### src/rtl/coinc_core_pkg.sv
package coinc_core_pkg;
   typedef enum logic [1:0] {
      CYC_RESTORE = 2'd0,
      CYC_CLEARWR = 2'd1,
      CYC_MODIFY  = 2'd2,
      CYC_RSVD    = 2'd3
   } cyc_kind_e;

   typedef enum logic [2:0] {
      ST_IDLE,
      ST_READ,
      ST_GAP_R,
      ST_HOLD,
      ST_SETUP,
      ST_WRITE,
      ST_GAP_W
   } seq_st_e;
endpackage

### src/rtl/coinc_line_decode.sv
module coinc_line_decode #(
   parameter int IDX_W = 6,
   localparam int LINES = 1 << IDX_W
) (
   input  logic [IDX_W-1:0] idx,
   input  logic             en,
   output logic [LINES-1:0] lines
);
   for (genvar i = 0; i < LINES; i++) begin : g_line
      assign lines[i] = en && (idx == IDX_W'(i));
   end
endmodule

### src/rtl/coinc_phase_timer.sv
module coinc_phase_timer #(
   parameter int CNT_W = 8
) (
   input  logic             clk,
   input  logic             rst_n,
   input  logic             load,
   input  logic [CNT_W-1:0] load_val,
   output logic             last
);
   logic [CNT_W-1:0] cnt;

   always_ff @(posedge clk) begin
      if (!rst_n)
         cnt <= '0;
      else if (load)
         cnt <= (load_val == '0) ? '0 : load_val - 1'b1;
      else if (cnt != '0)
         cnt <= cnt - 1'b1;
   end

   assign last = (cnt == '0);
endmodule

### src/rtl/coinc_core_seq.sv
module coinc_core_seq
   import coinc_core_pkg::*;
#(
   parameter int ADDR_W       = 12,
   parameter int DATA_W       = 16,
   parameter int CNT_W        = 8,
   parameter int GAP_CYC      = 2,
   parameter bit HOLD_SUPPORT = 1'b1,
   localparam int Y_W     = ADDR_W / 2,
   localparam int X_W     = ADDR_W - Y_W,
   localparam int X_LINES = 1 << X_W,
   localparam int Y_LINES = 1 << Y_W
) (
   input  logic               clk,
   input  logic               rst_n,
   input  logic               req,
   input  logic [1:0]         req_kind,
   input  logic [ADDR_W-1:0]  req_addr,
   input  logic [DATA_W-1:0]  req_wdata,
   input  logic [DATA_W-1:0]  req_mask,
   input  logic [CNT_W-1:0]   rd_width,
   input  logic [CNT_W-1:0]   wr_width,
   input  logic               hold_en,
   input  logic               wdata_vld,
   output logic               ack,
   output logic               busy,
   output logic               done,
   output logic [DATA_W-1:0]  rdata,
   input  logic [DATA_W-1:0]  sense,
   output logic               sense_strb,
   output logic               rd_drv,
   output logic               wr_drv,
   output logic [X_LINES-1:0] x_sel,
   output logic [Y_LINES-1:0] y_sel,
   output logic [DATA_W-1:0]  inhibit
);
   if (ADDR_W < 2 || ADDR_W > 16) begin : g_bad_addr
      $error("ADDR_W out of range");
   end
   if (GAP_CYC < 1 || GAP_CYC >= (1 << CNT_W)) begin : g_bad_gap
      $error("GAP_CYC must fit the timer and be at least 1");
   end
   if (DATA_W < 1) begin : g_bad_data
      $error("DATA_W must be positive");
   end

   localparam logic [CNT_W-1:0] GAP_LD = CNT_W'(GAP_CYC);

   seq_st_e            st;
   cyc_kind_e          kind_q;
   logic [ADDR_W-1:0]  addr_q;
   logic [DATA_W-1:0]  wdata_q, mask_q, rdata_q, target;
   logic [CNT_W-1:0]   wr_w_q;
   logic               held_q, ack_q, done_q;
   logic               hold_act;
   logic               tmr_load, tmr_last;
   logic [CNT_W-1:0]   tmr_val;
   logic               drive_on;
   logic               accept;

   assign accept = (st == ST_IDLE) && req;

   if (HOLD_SUPPORT) begin : g_hold
      logic hold_q;
      always_ff @(posedge clk) begin
         if (!rst_n)
            hold_q <= 1'b0;
         else if (accept)
            hold_q <= hold_en;
      end
      assign hold_act = hold_q && (kind_q == CYC_MODIFY);
   end else begin : g_nohold
      assign hold_act = 1'b0;
   end

   always_comb begin
      tmr_load = 1'b0;
      tmr_val  = GAP_LD;
      unique case (st)
         ST_IDLE:  begin tmr_load = req;      tmr_val = rd_width; end
         ST_READ:  tmr_load = tmr_last;
         ST_SETUP: begin tmr_load = 1'b1;     tmr_val = wr_w_q;   end
         ST_WRITE: tmr_load = tmr_last;
         default:  tmr_load = 1'b0;
      endcase
   end

   coinc_phase_timer #(.CNT_W(CNT_W)) u_timer (
      .clk      (clk),
      .rst_n    (rst_n),
      .load     (tmr_load),
      .load_val (tmr_val),
      .last     (tmr_last)
   );

   always_ff @(posedge clk) begin
      if (!rst_n) begin
         st      <= ST_IDLE;
         kind_q  <= CYC_RESTORE;
         addr_q  <= '0;
         wdata_q <= '0;
         mask_q  <= '0;
         rdata_q <= '0;
         wr_w_q  <= '0;
         held_q  <= 1'b0;
         ack_q   <= 1'b0;
         done_q  <= 1'b0;
      end else begin
         ack_q  <= 1'b0;
         done_q <= 1'b0;
         unique case (st)
            ST_IDLE: if (req) begin
               st      <= ST_READ;
               kind_q  <= cyc_kind_e'(req_kind);
               addr_q  <= req_addr;
               wdata_q <= req_wdata;
               mask_q  <= req_mask;
               wr_w_q  <= wr_width;
               held_q  <= 1'b0;
               ack_q   <= 1'b1;
            end
            ST_READ: if (tmr_last) begin
               st      <= ST_GAP_R;
               rdata_q <= sense;
               done_q  <= 1'b1;
            end
            ST_GAP_R: if (tmr_last)
               st <= hold_act ? ST_HOLD : ST_SETUP;
            ST_HOLD: if (wdata_vld) begin
               st      <= ST_SETUP;
               wdata_q <= req_wdata;
               held_q  <= 1'b1;
            end
            ST_SETUP: st <= ST_WRITE;
            ST_WRITE: if (tmr_last) st <= ST_GAP_W;
            ST_GAP_W: if (tmr_last) st <= ST_IDLE;
            default:  st <= ST_IDLE;
         endcase
      end
   end

   always_comb begin
      unique case (kind_q)
         CYC_CLEARWR: target = wdata_q;
         CYC_MODIFY:  target = held_q ? wdata_q
                                      : (rdata_q & ~mask_q) | (wdata_q & mask_q);
         default:     target = rdata_q;
      endcase
   end

   assign rd_drv     = (st == ST_READ);
   assign wr_drv     = (st == ST_WRITE);
   assign sense_strb = rd_drv && tmr_last;
   assign busy       = (st != ST_IDLE);
   assign ack        = ack_q;
   assign done       = done_q;
   assign rdata      = rdata_q;
   assign inhibit    = (st == ST_SETUP || st == ST_WRITE) ? ~target : '0;
   assign drive_on   = rd_drv || wr_drv;

   coinc_line_decode #(.IDX_W(X_W)) u_xdec (
      .idx   (addr_q[ADDR_W-1:Y_W]),
      .en    (drive_on),
      .lines (x_sel)
   );

   coinc_line_decode #(.IDX_W(Y_W)) u_ydec (
      .idx   (addr_q[Y_W-1:0]),
      .en    (drive_on),
      .lines (y_sel)
   );
endmodule

### config.mk
export PLATFORM = sky130hd
export DESIGN_NAME = coinc_core_seq
export DESIGN_NICKNAME = d
export VERILOG_FILES = /design/src/rtl/coinc_core_pkg.sv /design/src/rtl/coinc_line_decode.sv /design/src/rtl/coinc_phase_timer.sv /design/src/rtl/coinc_core_seq.sv
export SDC_FILE = /design/constraint.sdc
export NUM_CORES = 1
export LEC_CHECK = 0
export BUFFER_PORTS_ARGS = -buffer_cell sky130_fd_sc_hd__buf_2
export CAP_MARGIN = 20
export CORE_MARGIN = 2
export CORE_UTILIZATION = 43
export DETAILED_ROUTE_END_ITERATION = 10
export GPL_ROUTABILITY_DRIVEN = 1
export PLACE_DENSITY_LB_ADDON = 0.12
export RECOVER_POWER = 25
export SYNTH_ARGS = -nofsm -noshare
export SYNTH_HDL_FRONTEND = slang
export SYNTH_SLANG_ARGS = --single-unit
export TNS_END_PERCENT = 50
### constraint.sdc
create_clock -name clk -period 4 [get_ports clk]
set_input_delay 0.4 -clock clk [delete_from_list [all_inputs] [get_ports clk]]
set_output_delay 0.4 -clock clk [all_outputs]
set_load 0.01 [all_outputs]
# [Word-level counts from Yosys, hierarchy flattened]
# Index checks and enable logic that the tools add are counted.
[word_totals] register_bits=85 input_bits=83 out_inout_bits=166
[classes] n_addsub=2 n_eq_ne=140 n_mux=24 bitwise_logic=5 reduce_logical=149
[op_table] op="$eq 6x6->1 const B" count=64
[op_table] op="$eq 6x5->1 const B" count=32
[op_table] op="$logic_and 1x1->1" count=131
[op_table] op="$eq 6x4->1 const B" count=16
[op_table] op="$mux 16" count=4
[op_table] op="$pmux 16 s2" count=2
[op_table] op="$eq 6x3->1 const B" count=8
[op_table] op="$and 16x16->16" count=2
[op_table] op="$not 16->16" count=2
[op_table] op="$eq 6x2->1 const B" count=4
[op_table] op="$mux 8" count=3
[op_table] op="$mux 3" count=7
[op_table] op="$pmux 3 s7" count=1
[op_table] op="$logic_not 8->1" count=2
[op_table] op="$or 16x16->16" count=1
[op_table] op="$pmux 8 s2" count=1
[op_table] op="$sub 8x1->8 const B" count=2
[op_table] op="$eq 6x1->1 const B" count=2
[op_table] op="$logic_not 6->1" count=2
[op_table] op="$eq 3x3->1 const B" count=3
[op_table] op="$ne 2x2->1 const B" count=4
[op_table] op="$reduce_and 2->1" count=4
[op_table] op="$reduce_bool 8->1" count=1
[op_table] op="$eq 3x2->1 const B" count=2
[op_table] op="14 further kinds" count=20

# [Depth between registers and ports, before layout]
[logic_depth] depth_word=7 ltp_mapped=10 mapped_depth_nobuf=7

# [Modules after synthesis]
# A second synthesis with hierarchy kept.
[unflattened] cells_unflattened=750 area_unflattened_um2=5383.9
[modules_own_cells] module="coinc_core_seq" instances=1 cells_per_inst=494 area_each_um2=3838.7 seq_area_each_um2=1541.5
[modules_own_cells] module="coinc_line_decode" instances=2 cells_per_inst=93 area_each_um2=469.2 seq_area_each_um2=0.0
[modules_own_cells] module="coinc_phase_timer" instances=1 cells_per_inst=70 area_each_um2=606.8 seq_area_each_um2=160.2

# [Worst setup path before layout]
# Ideal clock, no wire load.
[synth_path] path_kind="register -> register" start="register st[2]" end="register u_timer.cnt[0]" t_arrival_ns=2.087 required_time_ns=3.885 setup_slack_ns=1.799 stages_incl_launch_ff=11 path_buffers=3 path_cell_list="dfxtp_1 > buf_6 > buf_2 > mux2_2 > nand2_1 > ha_1 > o21ai_0 > or4_1 > buf_2 > and3_1 > o21a_1"
[synth_via] elab_chain_len=5 word_cells_on_any_way=12 cone_classes="add/sub (1); eq/ne (3); mux (4); reduce/logical (4)"
[synth_lines] item="from (decl)" line="coinc_core_seq.sv:49" text="seq_st_e st;"
[synth_lines] item="from (signal assigned)" line="coinc_core_seq.sv:128" text="st <= hold_act ? ST_HOLD : ST_SETUP;"
[synth_lines] item="$eq 3x3->1 / $logic_not 3->1 (equally long branches)" line="coinc_core_seq.sv:79" text="unique case (st)"
[synth_lines] item="$pmux 8 s2" line="coinc_core_seq.sv:79"
[synth_lines] item="$sub 8x1->8 / $logic_not 8->1 (equally long branches)" line="coinc_phase_timer.sv:16" text="cnt <= (load_val == '0) ? '0 : load_val - 1'b1;"
[synth_lines] item="$mux 8" line="coinc_phase_timer.sv:16"
[synth_lines] item="$mux 8" line="coinc_phase_timer.sv:15" text="else if (load)"
[synth_lines] item="to (signal assigned)" line="coinc_phase_timer.sv:16"
[synth_lines] item="to (signal assigned)" line="coinc_phase_timer.sv:18" text="cnt <= cnt - 1'b1;"
[synth_lines] item="to (decl)" line="coinc_phase_timer.sv:10" text="logic [CNT_W-1:0] cnt;"
# Parallel ways exist; a longest one is shown, timed or not.
# A chain may end at the register's enable or synchronous reset.

# [Worst setup path in the final report]
[layout_path] start="register u_timer.cnt[2]" end="output port sense_strb"
[layout_via] elab_chain_len=2
[layout_lines] item="$logic_not 8->1" line="coinc_phase_timer.sv:21" text="assign last = (cnt == '0);"
[layout_lines] item="$logic_and 1x1->1" line="coinc_core_seq.sv:153" text="assign sense_strb = rd_drv && tmr_last;"
[layout_lines] item="to (decl)" line="coinc_core_seq.sv:30" text="output logic sense_strb,"
# Every way passes these cells.

==> impl_summary.log <==
[metrics] met2 capacity usage during global routing: 0.408
[metrics] WL per Instance: 13.9 um
[metrics] top library cells by usage in the layout, fill and taps aside: 227 x sky130_fd_sc_hd__buf_2, 199 x sky130_fd_sc_hd__nor2_1, 141 x sky130_fd_sc_hd__nand2_1
[metrics] sequential-to-total area share from yosys stat: 0.344
[metrics] leading register cell type out of synthesis: sky130_fd_sc_hd__dfxtp_1
[metrics] average footprint of a synthesized cell: 6.64 um^2
[metrics] most used routing layer in global routing: met2
[metrics] DIE WIDTH: 111 um
[metrics] capturing element type of the critical path: output pin
[metrics] clock slew seen by the registers of the worst setup and hold paths: 0.07 ns
[metrics] area inside the core boundary: 0.0113 mm^2
[metrics] async set-or-reset flop fraction in the synthesized netlist: 0
[metrics] global routing usage on met1: 0.317
[metrics] number of clock sinks: 85
[metrics] final setup skew: 0.0123 ns
[metrics] clk root buf: sky130_fd_sc_hd__clkbuf_16
[metrics] Setup TNS: 0 ns
[metrics] number of clock buffers inserted by TritonCTS: 9
[metrics] number of levels in the clock H-tree: 3
[metrics] number of vias per cell: 5.05
[metrics] worst-case setup slack after placement: 1.39 ns
[metrics] total nets after synthesis: 833
[metrics] gp weighted congestion: 0.840
[metrics] Arrival @ worst endpoint: 2.89 ns
[metrics] EDFF count, synth: 0
[metrics] Final setup violation count: 0
[metrics] Max Freq: 304 MHz
[metrics] total power density per cell area: 537 mW/mm^2
[metrics] most common library cell in the layout ignoring fill and taps: sky130_fd_sc_hd__buf_2
[metrics] antenna cells: 0
[metrics] area enclosed by the die boundary: 0.0124 mm^2
[metrics] switching share of power: 0.406
[metrics] Final Max Tran Viols: 0
[metrics] fraction of post-synthesis cell area in the top cell type by area: 0.344
[metrics] MaxCap Viol Count: 0
[metrics] synth-to-layout area growth: 30.7%
[metrics] Placed Cells incl. Taps: 1089
[metrics] reported net switching power: 1410 uW
[metrics] worst slew pin tran: 1.46 ns
[metrics] maximum number of pins on one net before global-route repair: 76
[metrics] status: finished clean
[metrics] share of cells above drive strength 1: 0.264
[metrics] gate count after technology mapping: 744
[metrics] # fillers: 1134
[metrics] total length of routed wires: 15.3 mm
[metrics] hpwl dp: 11.5 mm
[metrics] number of warning messages in the yosys log: 0
[metrics] effective utilization at floorplan: 0.437
[metrics] CP peak stage delay: 0.55 ns
[metrics] wire length of the first global-routing pass: 25.1 mm
[metrics] proportion of power drawn by combinational gates: 0.407
[metrics] Post-layout nets: 1046
[metrics] Initial DRT Pass Iterations: 5
[metrics] final clock period utilization by the worst path: 0.822
[metrics] Worst Hold Slack: 0.291 ns
[metrics] Antenna Violating Nets Remaining: 0
[metrics] CTS tree: done
[metrics] Post-CTS Setup Inserts: 0
[metrics] standard-cell rows: 39
[metrics] M3 GR Usage: 0.0426
[metrics] antenna violations before repair: 1
[metrics] vias in the first global route: 4964
[metrics] Setup crit start kind: flip-flop
[metrics] VDD IR-drop max: 0.000299 V
[metrics] Initial DRC Count: 304
[metrics] unrepaired setup endpoints after global routing: false
[metrics] part of the power in the clock network: 0.244
[metrics] final cell utilization of the core: 0.571
[metrics] slowest library cell on the worst path: sky130_fd_sc_hd__nor4_1
[metrics] post-cts hold buffer count: 0
[metrics] clock latency of the later-clocked register in the worst-skew pair: 0.34 ns
[metrics] vias after detailed routing: 5579
[metrics] cell breakdown of the critical path: nor4_1 -> and3_1 -> nand2_1 -> clkinv_1 -> buf_2
[metrics] minimum period implied by the final worst setup slack: 3.29 ns
[metrics] proportion of power drawn by flip-flops and latches: 0.348
[metrics] Distinct cells, synth: 42
[metrics] worst hold path type: primary input to flip-flop
[metrics] number of gates resized after cts: 0
[metrics] remaining max-slew budget at the tightest pin: 0.0275
[metrics] final hold vios: 0
[metrics] Final Non-Filler Cells: 1105
[metrics] design internal power: 2060 uW
[metrics] remaining design rule violation count: 0
[metrics] type of the worst setup path: flip-flop to output pin
[metrics] number of buffer cells added on primary ports: 248
[metrics] static leakage: 0.00294 uW
[metrics] Die Ht: 111 um
[metrics] flip-flop and latch count after synthesis: 85
[metrics] biggest area contributors in the synthesized netlist: sky130_fd_sc_hd__dfxtp_1 34%, sky130_fd_sc_hd__nor2_1 15%, sky130_fd_sc_hd__nand2_1 11%
[metrics] Max Fanout on Critical Path: 18
[metrics] global-route usage over all layers: 0.241
[metrics] maximum number of buffers from clock root to sink: 2
[metrics] CP Data Required Time: 3.60 ns
[metrics] library cell with the largest summed area after synthesis: sky130_fd_sc_hd__dfxtp_1
[metrics] Mapped Area: 0.00494 mm^2
[metrics] Top-Level Pins: 249
[metrics] global route overflow: 0
[metrics] post-layout worst setup margin: 0.713 ns
[through the flow]
step,instance area [um^2],power [uW]
final,6460,3470
after global routing,6460,3740
after CTS,6500,3510
after detailed placement,6200,2660
after global placement,6190,2650
after floorplan,4940,2280
[cell type report]
cell class / count / area [um^2] / area share
Timing Repair Buffer: 254 / 1260 / 0.194
Clock inverter: 5 / 58.8 / 0.00910
Tap cell: 143 / 179 / 0.0277
Multi-Input combinational cell: 583 / 2930 / 0.454
Clock buffer: 11 / 243 / 0.0376
Inverter: 24 / 90.1 / 0.0139
Sequential cell: 85 / 1700 / 0.263
[cells in the mapped netlist, types with 5 or more instances]
cell type                  number
sky130_fd_sc_hd__a21oi_1       63
sky130_fd_sc_hd__buf_2          8
sky130_fd_sc_hd__clkbuf_1      40
sky130_fd_sc_hd__dfxtp_1       85
sky130_fd_sc_hd__ha_1           6
sky130_fd_sc_hd__inv_1         23
sky130_fd_sc_hd__mux2i_1       21
sky130_fd_sc_hd__nand2_1      140
sky130_fd_sc_hd__nand3_1       20
sky130_fd_sc_hd__nor2_1       199
sky130_fd_sc_hd__nor2b_1        9
sky130_fd_sc_hd__nor3_1         6
sky130_fd_sc_hd__o21a_1        20
sky130_fd_sc_hd__o21ai_0       27
sky130_fd_sc_hd__o311a_1       16
sky130_fd_sc_hd__or3_1          5
sky130_fd_sc_hd__xnor2_1        6
[per-layer routing]
layer | vias up | part of all wire | wire [um]
li1 | 2871 | - | -
met1 | 2495 | 0.45 | 6860
met2 | 191 | 0.48 | 7390
met3 | 22 | 0.058 | 895
met4 | 0 | 0.014 | 208
met5 | - | 0 | 0
[final timing paths]
check                               endpoint  cells after the start  slack [ns]                         from
setup / recovery                  sense_strb                      5        0.71  u_timer.cnt[2]$_SDFFE_PN0P_
hold / removal        wr_w_q[6]$_SDFFE_PN0P_                      3        0.29                  wr_width[6]
setup reg to reg      rdata[11]$_SDFFE_PN0P_                      6        1.32           st[1]$_SDFFE_PN0P_
hold reg to reg   g_hold.hold_q$_SDFFE_PN0P_                      2        0.46   g_hold.hold_q$_SDFFE_PN0P_
[critical path, delay by kind of cell, from the launching register on]
family | cells | cell delay (ns)
buf+inv | 2 | 0.69
flops | 1 | 0.34
simple gates | 3 | 1.52
[flip-flops by register name (all words and copies together), names as in the netlist]
| register | count |
|---|---|
| addr_q | 12 |
| done | 1 |
| g_hold.hold_q | 1 |
| st | 3 |
| wdata_q | 16 |
| ack | 1 |
| mask_q | 16 |
| u_timer.cnt | 8 |
| wr_w_q | 8 |
| held_q | 1 |
| rdata | 16 |
| kind_q | 2 |
[power groups by stage]
stage | combinational [uW] | sequential, uW | clock (uW)
after floorplan | 1120 | 1160 | 0
after global placement | 1430 | 1220 | 0
after detailed placement | 1430 | 1220 | 0
after CTS | 1440 | 1210 | 865
after global routing | 1600 | 1240 | 901
final | 1410 | 1210 | 848
[cell families (layout without fill, tap and decap cells)]
family                     Yosys count  after routing  share of synthesized area
and+or+nand+nor                    404            404                      0.337
AOI/OAI and AO/OA                  138            138                      0.171
DFF                                 85             85                      0.344
buffers and inverters               76            294                     0.0620
muxes                               26             26                     0.0549
xor gates and xnor gates             9              9                     0.0159
adders and majority gates            6              6                     0.0152
Power figures use the tool's default switching activity.
